File: src/rtl/sbsram_pkg.sv
package sbsram_pkg;

    localparam int unsigned LANES  = 4;
    localparam int unsigned LANE_W = 8;
    localparam int unsigned WORD_W = LANES * LANE_W;
    localparam int unsigned BEAT_W = 2;

    typedef enum logic [1:0] {
        STB_NONE = 2'd0,
        STB_PROC = 2'd1,
        STB_CTL  = 2'd2
    } strobe_e;

    typedef struct packed {
        logic              active;
        logic [BEAT_W-1:0] start;
        logic [BEAT_W-1:0] beat;
    } burst_t;

    function automatic logic [BEAT_W-1:0] beat_lsb(
        input logic [BEAT_W-1:0] start,
        input logic [BEAT_W-1:0] beat,
        input logic              il
    );
        return il ? (start ^ beat) : (start + beat);
    endfunction

    function automatic strobe_e pick_strobe(
        input logic ctl_n,
        input logic proc_n,
        input logic en1_n
    );
        if (!proc_n && !en1_n) return STB_PROC;
        if (!ctl_n)            return STB_CTL;
        return STB_NONE;
    endfunction

endpackage

File: src/rtl/sbsram_ctrl.sv
module sbsram_ctrl
    import sbsram_pkg::*;
#(
    parameter int unsigned ADDR_W = 6
) (
    input  logic              clk,
    input  logic              rst,
    input  logic              sleep,
    input  logic              stb_ctl_n,
    input  logic              stb_proc_n,
    input  logic              adv_n,
    input  logic              en1_n,
    input  logic              en2,
    input  logic              en3_n,
    input  logic              order_il,
    input  logic [ADDR_W-1:0] addr,
    output logic              acc_valid,
    output logic              acc_wr_ok,
    output logic [ADDR_W-1:0] acc_addr
);

    localparam int unsigned HI_W = ADDR_W - BEAT_W;

    burst_t          st, st_nxt;
    logic [HI_W-1:0] base_hi, base_hi_nxt;
    logic            selected;
    strobe_e         kind;
    logic [BEAT_W-1:0] beat_nxt;

    always_comb begin
        kind        = pick_strobe(stb_ctl_n, stb_proc_n, en1_n);
        selected    = !en1_n && en2 && !en3_n;
        st_nxt      = st;
        base_hi_nxt = base_hi;
        acc_valid   = 1'b0;
        acc_wr_ok   = 1'b0;
        acc_addr    = addr;
        beat_nxt    = st.beat;
        if (sleep) begin
            st_nxt.active = 1'b0;
        end else if (kind != STB_NONE) begin
            base_hi_nxt   = addr[ADDR_W-1:BEAT_W];
            st_nxt.start  = addr[BEAT_W-1:0];
            st_nxt.beat   = '0;
            st_nxt.active = selected;
            acc_valid     = selected;
            acc_wr_ok     = (kind == STB_CTL);
        end else if (st.active) begin
            beat_nxt    = adv_n ? st.beat : st.beat + 1'b1;
            st_nxt.beat = beat_nxt;
            acc_valid   = 1'b1;
            acc_wr_ok   = 1'b1;
            acc_addr    = {base_hi, beat_lsb(st.start, beat_nxt, order_il)};
        end
    end

    always_ff @(posedge clk) begin
        if (rst) begin
            st      <= '0;
            base_hi <= '0;
        end else begin
            st      <= st_nxt;
            base_hi <= base_hi_nxt;
        end
    end

    assert_proc_ignored_R2: assert property (@(posedge clk) disable iff (rst)
        (!sleep && en1_n && stb_ctl_n) |=> $stable(base_hi));

    assert_deselect_R3: assert property (@(posedge clk) disable iff (rst)
        (!sleep && (!stb_ctl_n || (!stb_proc_n && !en1_n)) && !(en2 && !en3_n))
            |=> !st.active);

    assert_sleep_idle_R9: assert property (@(posedge clk) disable iff (rst)
        sleep |=> !st.active);

    assert_hold_beat_R12: assert property (@(posedge clk) disable iff (rst)
        (!sleep && st.active && adv_n && stb_ctl_n && (stb_proc_n || en1_n))
            |=> $stable(st.beat));

endmodule

File: config.mk
export PLATFORM = sky130hd
export DESIGN_NAME = sbsram_ctrl
export DESIGN_NICKNAME = d
export VERILOG_FILES = /design/src/rtl/sbsram_pkg.sv /design/src/rtl/sbsram_ctrl.sv
export SDC_FILE = /design/constraint.sdc
export NUM_CORES = 1
export LEC_CHECK = 0
export BUFFER_PORTS_ARGS = -buffer_cell sky130_fd_sc_hd__buf_2
export CAP_MARGIN = 0
export CORE_AREA = 2 2 39 41
export DETAILED_ROUTE_END_ITERATION = 10
export DIE_AREA = 0 0 41 43
export PLACE_DENSITY = 0.83
export REMOVE_ABC_BUFFERS = 1
export SLEW_MARGIN = 30
export SYNTH_ARGS = -nofsm -noshare
export SYNTH_HDL_FRONTEND = slang
export SYNTH_SLANG_ARGS = --single-unit
File: constraint.sdc
create_clock -name clk -period 1.5 [get_ports clk]
set_input_delay 0.15 -clock clk [delete_from_list [all_inputs] [get_ports clk]]
set_output_delay 0.15 -clock clk [all_outputs]
set_load 0.005 [all_outputs]
==> flow_summary.ini, run 1 <==
[outcome]
outcome = complete, but fails checks
violations = negative setup slack

[worst_setup_path]
cp_max_fo = 6
critPathKind = flip-flop to output pin
critPathMaxStageDelay_ns = 0.36
end_kind = output pin
crit_required_ns = 1.35
crit_path_cell_trace = xnor2_2 -> ha_2 -> mux2_4 -> buf_6
cp_num_buf_inv = 1
critPathSlowestCell = dfxtp_4
cp_data_arrival_time_ns = 1.39
cp-start-kind = flip-flop
crit_family = flip-flops

[pwr]
total_leakage_power_nw = 0.364
clkPwrFrac = 0.327
comb_power_share = 0.212
p_sw_mw = 0.133
seqPwrFrac = 0.461
intPower_mw = 0.414
swShare = 0.243
p_total_mw = 0.548
ir_drop_uv = 629
powerDensity_nw_per_um2 = 675

[sta]
tightest_slew_ns = 0.275
relSlewSlack = 0.816
fin_crit_ns = 1.54
hold_viol_final = 0
clock_skew_ns = 0.00237
fin_hold_ws_ns = 0.159
setup_violations = 5
fmax_mhz = 650
min_period_over_period = 1.03
rsz0062_at_grt = yes
slew_viol_final = 0
setup_ws_ns = -0.0385

[finish]
drive_above_1_share = 0.535
syn2layout_area_growth_pct = 46.3
design_area_um2 = 811
diodes = 0
fin_nets = 104

[logic_synthesis]
synth_ff_type = dfxtp_1
ys_warn_count = 0
yosys.area.top_type_share = 0.325
async_reset_ff_frac = 0
ys_types = 22
synthCells = 57
yosysTopAreaCell = dfxtp_1
avgSynthCellArea_um2 = 9.72
synth_area_leaders = dfxtp_1 33%, mux2i_1 11%, mux2_2 10%
synth-edff-count = 0
ys_seq_area_frac = 0.325
netlist_top_cells_count = 9 x dfxtp_1, 9 x nor2_1, 6 x mux2i_1
netlist_area_um2 = 554
synth_seq_cells = 9

[route]
viasPerCell = 4.81
drc = 0
first_iter_violations = 4
dr.pass1.iters = 3
drt-wirelength-per-cell_um = 11.9
detail-route-antenna-nets = 0
routed_wl_um = 1210
vias = 491

[worst_hold_path]
hold_class = input pin to flip-flop

[floorplanning]
start_util = 0.401
core-area_um2 = 1380
die_y_um = 43
num_rows = 14
design.die.area_um2 = 1760
die_w_um = 41
ios = 24

[grt]
grt_pass1_wl_um = 2100
grt_overflow = 0
grt_pass1_vias = 508
grt_antenna_before_repair = 0
gr-usage-all-layers = 0.165
grt_max_degree = 10

[run]
cap_viol_max_count = 0

[clocking]
clk_latency_ns = 0.25
cts_tree = built
cts_buffers = 3
cts.path.max_buffers = 2
ctsHoldBuffers = 0
cts_root_buf = clkbuf_4
htreeDepth = 1
clock_sink_count = 9
cts.clk_slew.worst_paths_ns = 0.06

[placed_design]
io_buffers = 23
place_area_um2 = 674
routabilityCongestion = 0.718
dpl.hpwl_um = 879
-- worst register-to-register path, cell delays in order (launching register included) --
cell and delay, ns:
dfxtp_2 0.34, buf_4 0.10, nor2b_1 0.20, nor3b_1 0.28
nand3b_1 0.13, a21oi_1 0.17
-- path summary, 6_finish.rpt --
path | startpoint | to | slack [ns] | cells after the start
hold reg to reg | base_hi[1] | base_hi[1] | 0.51 | 2
setup reg to reg | st[4] | st[1] | 0.20 | 5
hold / removal | addr[3] | base_hi[1] | 0.16 | 3
setup / recovery | st[0] | acc_addr[0] | -0.04 | 4
-- layout make-up --
| cell class | count | area [um2] |
|---|---|---|
| fillers | 117 | 573 |
| flip-flops and latches | 9 | 185 |
| clock buffers | 4 | 26.3 |
| repair buffers | 27 | 189 |
| multi-input cells | 46 | 390 |
| well taps | 16 | 20.0 |
-- cell usage in the layout (no fill, tap or decap), drive strengths merged --
cell type / netlist / final
nand2: 1 / 1
a31o: 1 / 1
xnor2: 3 / 3
nand2b: 2 / 2
ha: 1 / 1
o21ai: 3 / 3
dfxtp: 9 / 9
nand3b: 1 / 1
nor3: 2 / 2
nor3b: 1 / 1
buf: 2 / 27
nor2b: 5 / 5
mux2: 5 / 5
mux2i: 6 / 6
xor2: 1 / 1
clkbuf: 0 / 4
nor2: 10 / 10
a21oi: 4 / 4
-- through the flow --
step	setup TNS [ns]	instances	setup WS [ns]	utilization
final	-0.0879	102	-0.0385	0.586
after global routing	-0.372	102	-0.0805	0.586
after CTS	-0.340	101	-0.0686	0.571
after detailed placement	0	94	0.0772	0.487
after global placement	0	94	0.139	0.487
after floorplan	0	55	0.315	-
-- cell families (layout without fill, tap and decap cells) --
group	after synthesis	after routing	share of synthesized area
simple gates	22	22	0.251
mux	11	11	0.210
flops	9	9	0.325
compound gates	8	8	0.102
xor+xnor	4	4	0.0632
buf+inv	2	31	0.0271
fa+ha+maj	1	1	0.0226
-- state kept, by name, summed over array words and instances (netlist names) --
register / cells
st: 5
base_hi: 4
-- layer usage --
metal,global-route usage,vias up,part of all wire
li1,-,254,-
met1,0.207,226,0.41
met2,0.294,11,0.55
met3,0.0157,0,0.039
met4,0.0200,0,0
met5,0,-,0
-- repair_timing --
item                       in CTS  in global routing
setup endpoints to repair       6                  6
pin swaps                       2                  4
buffers inserted                3                  1
gates resized for setup        13                  3
-- power by group through the flow --
| stage | clock, mW | sequential (mW) | combinational [mW] |
|---|---|---|---|
| CTS | 0.183 | 0.254 | 0.114 |
| detailed placement | 0 | 0.259 | 0.0972 |
| finish | 0.179 | 0.252 | 0.116 |
| global placement | 0 | 0.258 | 0.0945 |
| global route | 0.200 | 0.253 | 0.128 |
| floorplan | 0 | 0.258 | 0.0509 |
Note: power is estimated with default switching activity, not from simulation.
==> inputs of run 2 (changes only) <==
--- a/config.mk
+++ b/config.mk
@@ -7,9 +7,9 @@
 export LEC_CHECK = 0
 export BUFFER_PORTS_ARGS = -buffer_cell sky130_fd_sc_hd__buf_2
 export CAP_MARGIN = 0
-export CORE_AREA = 2 2 39 41
+export CORE_AREA = 10 10 47 49
 export DETAILED_ROUTE_END_ITERATION = 10
-export DIE_AREA = 0 0 41 43
+export DIE_AREA = 0 0 57 59
 export PLACE_DENSITY = 0.83
 export REMOVE_ABC_BUFFERS = 1
 export SLEW_MARGIN = 30
==> run 2 against run 1 <==
The run still ends with negative setup slack left; first-iteration DRC count increased by 50%; worst setup slack got worse by 0.010 ns; hold slack worse by 0.017 ns; global-route usage decreased by 7.4 points; via count rose by 2.9%; sequential power is essentially flat; die area increased by 91%; critical path depth unchanged; core utilization is 0.34 points higher; combinational power hardly changed; largest power group unchanged.
==> flow_summary.ini, run 2 (synthesized netlist as in run 1, its figures left out) <==
[sta]
min_period_over_period = 1.03
setup_violations = 6
tightest_slew_ns = 0.311
fmax_mhz = 646
fin_hold_ws_ns = 0.142
clock_skew_ns = 0.00158
relSlewSlack = 0.792
slew_viol_final = 0
rsz0062_at_grt = yes
setup_ws_ns = -0.0489
hold_viol_final = 0
fin_crit_ns = 1.55

[grt]
grt_max_degree = 10
gr-usage-all-layers = 0.0908
grt_overflow = 0
grt_pass1_vias = 551
grt_pass1_wl_um = 2440
grt_antenna_before_repair = 0

[outcome]
outcome = complete, but fails checks
violations = negative setup slack

[clocking]
cts_tree = built
cts_buffers = 3
htreeDepth = 1
cts_root_buf = clkbuf_4
clock_sink_count = 9
clk_latency_ns = 0.26
cts.clk_slew.worst_paths_ns = 0.06
cts.path.max_buffers = 2

[floorplanning]
ios = 24
num_rows = 14
die_y_um = 59
start_util = 0.396
die_w_um = 57
core-area_um2 = 1400
design.die.area_um2 = 3360

[worst_setup_path]
startpoint = st[0]
critPathKind = flip-flop to output pin
crit_path_cell_trace = xnor2_2 -> ha_2 -> mux2_4 -> buf_6
critPathSlowestCell = dfxtp_4
reg2reg_to = st[1]
end_kind = output pin
regToRegSetupSlack_ns = 0.09
cp_max_fo = 3
critPathMaxStageDelay_ns = 0.35
cp-start-kind = flip-flop
cp_data_arrival_time_ns = 1.40
crit_required_ns = 1.35
ff2ff_path_depth = 6
cp-endpoint = acc_addr[0]
r2r-start = st[4]

[run]
cap_viol_max_count = 0

[route]
routed_wl_um = 1460
drt-met1-wl_um = 575
met3WireLength_um = 67
detail-route-antenna-nets = 0
first_iter_violations = 6
drc = 0
drt-wirelength-per-cell_um = 14.0
highest_layer = met4
dr_wl_met2_um = 785
viasPerCell = 4.86
vias = 505
dr.pass1.iters = 2

[pwr]
powerDensity_nw_per_um2 = 678
p_total_mw = 0.560
ir_drop_uv = 681
total_leakage_power_nw = 0.375

[finish]
drive_above_1_share = 0.545
top_regs = st: 5 flops, base_hi: 4 flops
syn2layout_area_growth_pct = 49.0
regArea_um2 = 185
regMostFlops = st
fill_cells = 129
largest_reg_flops = 5
multiInputGateArea_um2 = 390
diodes = 0
stdcell_count = 104
layout_common_cells = 18 x buf_2, 9 x nor2_1, 7 x dfxtp_1
layout_commonest_cell = buf_2
fin_nets = 106

[placed_design]
routabilityCongestion = 0.691
dp_cells = 94
pre_cts_ws_ns = 0.107
io_buffers = 23
dpl.hpwl_um = 1020

[worst_hold_path]
hold_class = input pin to flip-flop
==> run 2: cell count changes in the layout (fill, tap and decap cells not counted) <==
cell	delta
buf_4	+2
==> run 2: through the flow <==
stage          utilization  area (um2)  setup TNS, ns
5_1_grt              0.589         826         -0.575
3_3_place_gp         0.481         674              0
6_report             0.589         826         -0.107
2_1_floorplan            -         539              0
3_5_place_dp         0.481         674              0
4_1_cts              0.584         818         -0.360
==> run 2: how the worst min path moves through the flow <==
stage / start / endpoint / depth (start not counted)
4_1_cts: addr[3] / base_hi[1] / 3
2_1_floorplan: rst / st[4] / 1
5_1_grt: addr[1] / st[3] / 3
6_report: addr[3] / base_hi[1] / 3
3_5_place_dp: addr[3] / base_hi[1] / 3
3_3_place_gp: addr[5] / base_hi[3] / 3
==> run 2: critical path: cells and delay by family (launching register included) <==
family	cells	cell delay (ns)
mux	1	0.26
buf+inv	1	0.11
fa+ha+maj	1	0.28
xor+xnor	1	0.13
flops	1	0.35
==> run 2: where the power goes <==
group	internal (mW)	total, mW	leakage, nW	switching, mW
Clock	0.103	0.189	0.0150	0.0863
Sequential	0.247	0.253	0.0747	0.00547
Combinational	0.0659	0.118	0.285	0.0523
==> run 2: cell type report <==
class / instances / area share
clock buffers: 4 / 0.0318
flip-flops and latches: 9 / 0.224
repair buffers: 29 / 0.247
well taps: 16 / 0.0242
multi-input cells: 46 / 0.473
==> run 2: what timing repair did <==
item                                    CTS  global route
endpoints found under the hold margin     0             0
resized for setup                        16             0
buffers inserted                          5             1
pin swaps                                 4             1
hold buffers                              0             0
endpoints found under the setup margin    6             7
==> run 2: routing by layer <==
| layer | vias up | track usage |
|---|---|---|
| met5 | - | 0 |
| met4 | 0 | 0.0604 |
| met3 | 2 | 0.0258 |
| met2 | 15 | 0.171 |
| met1 | 231 | 0.0832 |
| li1 | 257 | - |
